--- src/rtl/sio_cfg_pkg.sv ---
package sio_cfg_pkg;

  typedef logic [7:0] byte_t;

  localparam byte_t ID_IDX    = 8'hE0;
  localparam byte_t REV_IDX   = 8'hE1;
  localparam byte_t SER1_IDX  = 8'hE7;
  localparam byte_t SER2_IDX  = 8'hE8;
  localparam byte_t SER1_LGL  = 8'hFE;
  localparam byte_t SER2_LGL  = 8'hBE;
  localparam byte_t OPEN_BUS  = 8'hFF;

  function automatic byte_t reset_value(input byte_t idx);
    case (idx)
      8'hE0:   return 8'h3C;
      8'hE2:   return 8'h03;
      8'hE3:   return 8'hFC;
      8'hE6:   return 8'hDE;
      8'hE7:   return 8'hFE;
      8'hE8:   return 8'hBE;
      default: return 8'h00;
    endcase
  endfunction

  function automatic logic is_read_only(input byte_t idx);
    return (idx == ID_IDX) || (idx == REV_IDX);
  endfunction

endpackage

--- src/rtl/sio_wr_filter.sv ---
module sio_wr_filter
  import sio_cfg_pkg::*;
#(
  parameter int IDX_W  = 8,
  parameter int DATA_W = 8
) (
  input  logic              req_i,
  input  logic [IDX_W-1:0]  idx_i,
  input  logic [DATA_W-1:0] data_i,
  output logic              accept_o
);

  byte_t idx_b, data_b;
  logic  ro, lock_bad;

  assign idx_b  = byte_t'(idx_i);
  assign data_b = byte_t'(data_i);

  always_comb begin
    ro       = is_read_only(idx_b);
    lock_bad = 1'b0;
    if (idx_b == SER1_IDX && data_b != SER1_LGL) lock_bad = 1'b1;
    if (idx_b == SER2_IDX && data_b != SER2_LGL) lock_bad = 1'b1;
    accept_o = req_i && !ro && !lock_bad;
  end

endmodule

--- src/rtl/sio_reg_bank.sv ---
module sio_reg_bank
  import sio_cfg_pkg::*;
#(
  parameter int IDX_W  = 8,
  parameter int DATA_W = 8,
  localparam int DEPTH = 1 << IDX_W
) (
  input  logic              clk_i,
  input  logic              rst_ni,
  input  logic              we_i,
  input  logic [IDX_W-1:0]  waddr_i,
  input  logic [DATA_W-1:0] wdata_i,
  output logic [DATA_W-1:0] q_o [DEPTH]
);

  for (genvar g = 0; g < DEPTH; g++) begin : g_reg
    localparam logic [DATA_W-1:0] RST = DATA_W'(reset_value(8'(g)));
    always_ff @(posedge clk_i or negedge rst_ni) begin
      if (!rst_ni)                                  q_o[g] <= RST;
      else if (we_i && waddr_i == IDX_W'(g))        q_o[g] <= wdata_i;
    end
  end

endmodule

--- src/rtl/sio_rd_port.sv ---
module sio_rd_port
  import sio_cfg_pkg::*;
#(
  parameter int IDX_W  = 8,
  parameter int DATA_W = 8,
  localparam int DEPTH = 1 << IDX_W
) (
  input  logic              clk_i,
  input  logic              rst_ni,
  input  logic              rd_i,
  input  logic              en_i,
  input  logic              off_i,
  input  logic [IDX_W-1:0]  idx_i,
  input  logic [DATA_W-1:0] rf_i [DEPTH],
  output logic [DATA_W-1:0] rdata_o
);

  logic [DATA_W-1:0] rd_sel;

  always_comb begin
    if (!en_i)      rd_sel = DATA_W'(OPEN_BUS);
    else if (off_i) rd_sel = rf_i[idx_i];
    else            rd_sel = DATA_W'(idx_i);
  end

  always_ff @(posedge clk_i or negedge rst_ni) begin
    if (!rst_ni)   rdata_o <= '0;
    else if (rd_i) rdata_o <= rd_sel;
  end


  closed_read_chk: assert property (@(posedge clk_i) disable iff (!rst_ni)
    rd_i && !en_i |=> rdata_o == DATA_W'(OPEN_BUS));


  hold_chk: assert property (@(posedge clk_i) disable iff (!rst_ni)
    !rd_i |=> $stable(rdata_o));


  idx_read_chk: assert property (@(posedge clk_i) disable iff (!rst_ni)
    rd_i && en_i && !off_i |=> rdata_o == DATA_W'($past(idx_i)));

endmodule

--- src/rtl/sio_cfg_port.sv ---
module sio_cfg_port
  import sio_cfg_pkg::*;
#(
  parameter int IDX_W  = 8,
  parameter int DATA_W = 8
) (
  input  logic              clk_i,
  input  logic              rst_ni,
  input  logic              win_en_i,
  input  logic              wr_i,
  input  logic              rd_i,
  input  logic              off_i,
  input  logic [DATA_W-1:0] wdata_i,
  output logic [DATA_W-1:0] rdata_o
);

  localparam int DEPTH = 1 << IDX_W;

  logic [IDX_W-1:0]  idx_q;
  logic [DATA_W-1:0] rf_q [DEPTH];
  logic              idx_we, data_req, data_we;

  assign idx_we   = wr_i && win_en_i && !off_i;
  assign data_req = wr_i && win_en_i &&  off_i;

  always_ff @(posedge clk_i or negedge rst_ni) begin
    if (!rst_ni)     idx_q <= '0;
    else if (idx_we) idx_q <= IDX_W'(wdata_i);
  end

  sio_wr_filter #(.IDX_W(IDX_W), .DATA_W(DATA_W)) u_filter (
    .req_i    (data_req),
    .idx_i    (idx_q),
    .data_i   (wdata_i),
    .accept_o (data_we)
  );

  sio_reg_bank #(.IDX_W(IDX_W), .DATA_W(DATA_W)) u_bank (
    .clk_i   (clk_i),
    .rst_ni  (rst_ni),
    .we_i    (data_we),
    .waddr_i (idx_q),
    .wdata_i (wdata_i),
    .q_o     (rf_q)
  );

  sio_rd_port #(.IDX_W(IDX_W), .DATA_W(DATA_W)) u_rd (
    .clk_i   (clk_i),
    .rst_ni  (rst_ni),
    .rd_i    (rd_i),
    .en_i    (win_en_i),
    .off_i   (off_i),
    .idx_i   (idx_q),
    .rf_i    (rf_q),
    .rdata_o (rdata_o)
  );


  idx_keep_chk: assert property (@(posedge clk_i) disable iff (!rst_ni)
    !(wr_i && win_en_i && !off_i) |=> $stable(idx_q));


  ser1_lock_chk: assert property (@(posedge clk_i) disable iff (!rst_ni)
    wr_i && off_i && idx_q == IDX_W'(SER1_IDX) && wdata_i != DATA_W'(SER1_LGL)
    |=> $stable(rf_q[SER1_IDX]));


  ser2_lock_chk: assert property (@(posedge clk_i) disable iff (!rst_ni)
    wr_i && off_i && idx_q == IDX_W'(SER2_IDX) && wdata_i != DATA_W'(SER2_LGL)
    |=> $stable(rf_q[SER2_IDX]));


  id_ro_chk: assert property (@(posedge clk_i) disable iff (!rst_ni)
    $stable(rf_q[ID_IDX]) && $stable(rf_q[REV_IDX]));


  closed_wr_chk: assert property (@(posedge clk_i) disable iff (!rst_ni)
    wr_i && !win_en_i && idx_q == '0 |=> $stable(rf_q[0]));


  store_chk: assert property (@(posedge clk_i) disable iff (!rst_ni)
    wr_i && win_en_i && off_i && idx_q == IDX_W'(8'h10)
    |=> rf_q[8'h10] == $past(wdata_i));

endmodule

--- config.mk ---
export PLATFORM = sky130hd
export DESIGN_NAME = sio_cfg_port
export DESIGN_NICKNAME = d
export VERILOG_FILES = /design/src/rtl/sio_cfg_pkg.sv /design/src/rtl/sio_wr_filter.sv /design/src/rtl/sio_reg_bank.sv /design/src/rtl/sio_rd_port.sv /design/src/rtl/sio_cfg_port.sv
export SDC_FILE = /design/constraint.sdc
export NUM_CORES = 2
export LEC_CHECK = 0
export BUFFER_PORTS_ARGS = -buffer_cell sky130_fd_sc_hd__buf_2
export CAP_MARGIN = 20
export CORE_AREA = 4 4 603 664
export CTS_CLUSTER_SIZE = 16
export DETAILED_ROUTE_END_ITERATION = 10
export DIE_AREA = 0 0 607 668
export PLACE_DENSITY = 0.46
export SYNTH_ARGS = -nofsm -noshare
export SYNTH_HDL_FRONTEND = slang
export SYNTH_HIERARCHICAL = 1
export SYNTH_SLANG_ARGS = --single-unit
--- constraint.sdc ---
create_clock -name clk_i -period 2.8 [get_ports clk_i]
set_input_delay 0.14 -clock clk_i [delete_from_list [all_inputs] [get_ports clk_i]]
set_output_delay 0.14 -clock clk_i [all_outputs]
set_load 0.02 [all_outputs]
### After elaboration in Yosys (flattened, before gate mapping)

Index checks and enable logic that the tools add are counted.
Widths: inputs -> output; s select.

* register bits: 2064
* input bits: 14
* output and inout bits: 8
* word-level logic and storage cells: 792

* magnitude comparators: 1
* eq/ne operators: 257
* muxes and demuxes: 7
* bitwise logic cells: 1
* reduce and logical (&&, ||, !) cells: 268

Operators with widths (count)
* $eq 8x8->1 const B: 128
* $eq 8x7->1 const B: 64
* $logic_and 1x1->1: 263
* $eq 8x6->1 const B: 32
* $eq 8x5->1 const B: 16
* $bmux 8 s8: 1
* $eq 8x4->1 const B: 8
* $eq 8x3->1 const B: 4
* $mux 8: 4
* $eq 8x2->1 const B: 2
* $ne 8x8->1 const B: 2
* $ge 9x9->1 const B: 1
* $not 8->9: 1
* $eq 8x1->1 const B: 1
* $logic_not 8->1: 1
* $logic_not 1->1: 3
* $mux 1: 2
* $logic_or 1x1->1: 1

### Logic depth before layout (Yosys ltp)

* word-level depth: 7
* depth in mapped cells: 14
* depth with buffers taken out: 7

### Hierarchy

Netlist, hierarchy kept.

Modules (own cells, without submodules)
* sio_reg_bank: instances 1, cells an instance 4733, area an instance 79417.4 um^2, seq. area each 51287.9 um^2
* sio_rd_port: instances 1, cells an instance 1558, area an instance 18260.0 um^2, seq. area each 200.2 um^2
* sio_cfg_port: instances 1, cells an instance 18, area an instance 317.8 um^2, seq. area each 200.2 um^2
* sio_wr_filter: instances 1, cells an instance 11, area an instance 106.4 um^2, seq. area each 0.0 um^2

### Worst setup path before layout

No wires, ideal clock.

* path type: register to register
* start: register idx_q[5]
* end: register u_bank/q_o[224] (netlist name)
* library setup time: 125 ps
* arrival: 2494 ps
* required time: 2675 ps
* path slack: 181 ps
* cell stages (with the launch flop): 9
* path buffers: 2
* period minus slack after synthesis: 2619 ps
* cell sequence: dfrtp_1 nand4b_4 nor4_1 a211oi_1 buf_4 or3b_2 buf_2 nor3_2 mux2_2

* longest elaborated chain between the ends: 7

Ends and longest elaborated chain
* from (decl): RTL line sio_cfg_port.sv:19 `logic [IDX_W-1:0] idx_q;`
* from (signal assigned): RTL line sio_cfg_port.sv:28 `else if (idx_we) idx_q <= IDX_W'(wdata_i);`
* $eq 8x8->1: RTL line sio_wr_filter.sv:22 `if (idx_b == SER1_IDX && data_b != SER1_LGL) lock_bad = 1'b1;`
* $logic_and 1x1->1: RTL line sio_wr_filter.sv:22
* $mux 1: RTL line sio_wr_filter.sv:22
* $mux 1: RTL line sio_wr_filter.sv:23 `if (idx_b == SER2_IDX && data_b != SER2_LGL) lock_bad = 1'b1;`
* $logic_not 1->1: RTL line sio_wr_filter.sv:24 `accept_o = req_i && !ro && !lock_bad;`
* $logic_and 1x1->1 (*): RTL line sio_wr_filter.sv:24
* named net data_we: RTL line sio_cfg_port.sv:21 `logic idx_we, data_req, data_we;`
* $logic_and 1x1->1 (*): RTL line sio_reg_bank.sv:20 `else if (we_i && waddr_i == IDX_W'(g)) q_o[g] <= wdata_i;`
* to (signal, indexed assignment): RTL line sio_reg_bank.sv:20
* to (decl): RTL line sio_reg_bank.sv:13 `output logic [DATA_W-1:0] q_o [DEPTH]`

Mark *: on every way through the listed nets, which the timed path passes. The rest lies on a longest branch.
A chain may end at the register's enable or synchronous reset.

### Final worst setup path

* start: register idx_q[0]
* end: register u_rd.rdata_o[5]

* longest elaborated chain between the ends: 6

Ends and longest elaborated chain
* $not 8->9 (implied by the code): RTL line sio_rd_port.sv:22 `else if (off_i) rd_sel = rf_i[idx_i];`
* $bmux 8 s8: RTL line sio_rd_port.sv:22
* $mux 8 (implied by the code) (2 in a row): RTL line sio_rd_port.sv:22
* $mux 8: RTL line sio_rd_port.sv:22
* $mux 8: RTL line sio_rd_port.sv:21 `if (!en_i) rd_sel = DATA_W'(OPEN_BUS);`
* to (signal assigned): RTL line sio_rd_port.sv:28 `else if (rd_i) rdata_o <= rd_sel;`
* to (decl): RTL line sio_rd_port.sv:15 `output logic [DATA_W-1:0] rdata_o`

Every way passes these cells. The select of a mux whose other input is x is not followed.

==> impl_summary.md <==
Logic synthesis
Yosys mapped a number of flops with a built-in enable equal to 0. The count of warnings emitted by yosys is 6. Counting flops and latches in the post-synthesis netlist gives 2064.

The fraction of the yosys area taken by sequential cells is approximately 53%. The net count of the mapped netlist is 6334. The post-synthesis instance area is approximately 98000 um2. The post-synthesis instance total is 6320.

The per-instance average area after synthesis is 15.5 um2. The number of distinct library cell variants in the gate-level netlist after synthesis is 96. After synthesis, the share of flip-flops with an asynchronous set or reset is 100%. The most used flip-flop cell after synthesis is dfrtp_1.

GRT
The number of global-route vias before repair is 64500. The wire length of the first global-routing pass is 488000 um. The initial antenna violation count is 13.

The largest net degree at the start of global routing is 176. The total routing usage reported by global routing is ~16%. The total overflow left after global routing is 0.

Routing
The routed wirelength normalized by instance count is 27.2 um. The count of unresolved DRC violations after routing is 0. In this run, the number of DRC markers left after iteration 0 of detailed routing was 3658. Wires add up to ~340000 um. Using the TritonRoute via totals, the vias-per-cell ratio works out to 4.84. The via total after detailed routing is about 60000. The post-route antenna net violation count is 0.

The number of iterations in the first detailed-routing pass is 5.

Critical path
Of all nets on the critical path, the largest fanout is 13. The worst register-to-register path ends at u_rd/rdata_o[5]. The startpoint identified for the worst register-to-register timing path is idx_q[0]. The worst register-to-register path has a setup slack of -0.36 ns. The critical path in this run is classified as flop to flop. The type of element launching the critical path is a flop. The arrival time at the worst endpoint is 3.98 ns. For the worst setup path, the data required time is 3.61 ns.

The worst register-to-register path has a depth of 13. The worst setup path is captured at a flop.

Placement
Routability-driven placement finished with a final weighted congestion of about 0.83. The half-perimeter wire length of the detailed placement result is 228000 um. Port buffering added 21 buffers. The post-place instance area is 113000 um2.

Die
The full die area is ~410000 um2. From left edge to right edge, the die measures 607 um. In this run the count of I/O pins placed on the die edge is 22. The core area is just under 400000 um2. The chip height is 668 um. The initial core utilization is between 20% and 30%. After floorplanning, the core was divided into 242 placement rows.

STA
Subtracting the final worst setup slack from the clock period gives 3.16 ns. Setup violations remaining at the end of the flow were counted as 2047. The max-slew violation count was 0.

Once routing completed, OpenROAD measured the worst setup slack at -0.363 ns. The final period utilization is 113%. Setup repair after global routing could not meet its margin everywhere. The final-layout worst hold slack is 0.0560 ns. The post-route clock skew is around 0.079 ns. In this run the tightest slew margin relative to its limit is between 10% and 20%. In the final timing run, aggregate negative setup slack is -398.25 ns. The measured slew at the worst slew-check pin is ~1.3 ns. The final number of hold-violating endpoints came to 0. The maximum clock frequency is 316 MHz.

Power and ir drop
The portion of total power attributed to combinational logic is about a fifth. The switching component of the power is around 0.023 W. In this run switching power makes up 29.1% of total power.

The design internal power is 0.0553 W. The peak supply drop is 0.490 mV. Per report_power, the sequential group accounts for 40.7% of the total. The static leakage is 58.3 nW. The overall power consumption is 0.0779 W. Power spread over the standard cell area amounts to 630 nW/um2. Of the total power, the clock network draws 39.4%.

Finish
After routing the design area is 124000 um2. The leading cell type in the layout, fill and taps excluded is dfrtp_1. The area growth from synthesis to final layout is 26.1%. The post-layout utilization of the core is 31.4%. The share of cells above drive strength 1 is 57.8%. The post-layout net count is approximately 7100. Leaving out fill and tap cells, the most frequent cells in the layout are 2025 x dfrtp_1, 1703 x mux2_2, 644 x buf_4, 398 x mux4_2, 345 x mux2_4.

Clock tree
For this design, the sink count on the clock tree is 2064. Clock-pin slew was measured on the worst setup and hold paths at 0.06 ns. The clock insertion delay at the later pin of the skew report is 0.94 ns. The H-tree generated during clock tree synthesis spans 4 levels.

TritonCTS built the clock tree. The total clock buffers created by CTS is 226. The clock passes through at most 4 buffers. The tree is rooted in a clkbuf_16.

Min path
The min-delay analysis places its worst path in the category input pin to flop. Along the worst hold path, the cell count comes to 3. The worst hold path terminates at u_bank/q_o[1603].

The startpoint identified for the worst hold timing path is wdata_i[3].

Outcome
The checks that failed: negative setup slack. The flow ran to the end, but the final reports show violations.

Job
The count of maximum capacitance violations is 0.
worst max path at each step:
| stage | startpoint | to | slack [ns] | cells after the start |
|---|---|---|---|---|
| 2_1_floorplan | idx_q[5] | u_bank/q_o[224] | 0.18 | 8 |
| 3_3_place_gp | idx_q[0] | u_rd/rdata_o[7] | -0.95 | 11 |
| 3_5_place_dp | idx_q[0] | u_rd/rdata_o[5] | -0.99 | 10 |
| 4_1_cts | idx_q[0] | u_rd/rdata_o[1] | -0.38 | 11 |
| 5_1_grt | idx_q[0] | u_bank/q_o[582] | -0.39 | 14 |
| 6_report | idx_q[0] | u_rd/rdata_o[5] | -0.36 | 13 |
metrics by stage:
stage | setup WS (ns) | std cells
after global placement | -0.949 | 12000
final | -0.363 | 12500
after CTS | -0.380 | 12500
after floorplan | 0.181 | 6320
after detailed placement | -0.991 | 12000
after global routing | -0.386 | 12500
critical path, cell delays in order, from the launching register on:
cell and delay (ns):
dfrtp_4 0.50, buf_12 0.16, buf_12 0.15, buf_12 0.14, buf_4 0.14, buf_12 0.15
mux4_2 0.43, nor2_1 0.11, buf_4 0.14, a211oi_1 0.07, a2111oi_1 0.39, buf_4 0.20
nand4_1 0.23, o221a_2 0.21
final cells by class:
| class | instances | area (um2) |
|---|---|---|
| Timing Repair Buffer | 1072 | 12500 |
| Inverter | 9 | 46.3 |
| Tap cell | 5246 | 6560 |
| Sequential cell | 2064 | 51700 |
| Clock inverter | 66 | 867 |
| Fill cell | 38500 | 270000 |
| Clock buffer | 336 | 6620 |
| Multi-Input combinational cell | 3718 | 45400 |
| Antenna cell | 9 | 22.5 |
metal layers:
| metal | part of all wire (%) | GRT usage [%] | vias up |
|---|---|---|---|
| li1 | - | - | 25500 |
| met1 | 44 | 21.8 | 33400 |
| met2 | 49 | 27.5 | 1178 |
| met3 | 3.7 | 1.95 | 477 |
| met4 | 3.8 | 5.12 | 2 |
| met5 | 0.0032 | 0 | - |
power groups by stage:
stage / clock [W] / combinational [W] / sequential, W
finish: 0.0307 / 0.0155 / 0.0317
detailed placement: 0 / 0.0144 / 0.0323
global route: 0.0328 / 0.0161 / 0.0318
global placement: 0 / 0.0144 / 0.0322
CTS: 0.0317 / 0.0150 / 0.0317
floorplan: 0 / 0.00714 / 0.0320
flip-flops by register name, indices dropped and copies added, names as in the netlist:
signal,flops
idx_q,8
u_bank/q_o,2048
u_rd/rdata_o,8
kinds of logic after synthesis:
kind of cell / Yosys count / synth area share (%)
compound gates: 346 / 2.55
buf+inv: 538 / 3.09
flops: 2064 / 52.7
mux: 2730 / 36.5
simple gates: 642 / 5.18
what timing repair did:
item	CTS	global route
resized for setup	113	474
hold endpoints to repair	1542	0
gates cloned	3	11
setup buffers	35	35
hold buffers	13	0
pin swaps	13	73
endpoints found under the setup margin	2056	2056
synth_stat cells (12+ instances only):
master | instances | area (um2)
nor3_2 | 57 | 571
mux2_2 | 2004 | 22600
and2_1 | 14 | 87.6
a211oi_1 | 25 | 188
o22ai_1 | 21 | 131
dfstp_2 | 31 | 815
and3_1 | 12 | 75.1
mux2i_1 | 203 | 2030
nand2_1 | 137 | 514
mux2_4 | 40 | 601
nor3_4 | 95 | 1550
mux4_1 | 49 | 1290
a31oi_1 | 17 | 106
dfrtp_1 | 2033 | 50900
nor4_1 | 16 | 100
nand3_2 | 21 | 210
buf_1 | 25 | 93.8
nand3_1 | 87 | 435
nand4_1 | 15 | 93.8
buf_8 | 24 | 360
nand2b_1 | 13 | 81.3
mux4_2 | 393 | 8850
a21oi_1 | 55 | 275
a2111oi_0 | 12 | 105
clkbuf_1 | 273 | 1020
buf_6 | 32 | 360
nor2_1 | 46 | 173
nor2b_1 | 17 | 106
buf_2 | 118 | 591
nor3_1 | 37 | 185
o221ai_1 | 26 | 228
o21ai_0 | 55 | 275
mux2_1 | 41 | 462
a221oi_1 | 32 | 280
a221o_1 | 24 | 240
buf_4 | 43 | 323
Power figures use the tool's default switching activity.
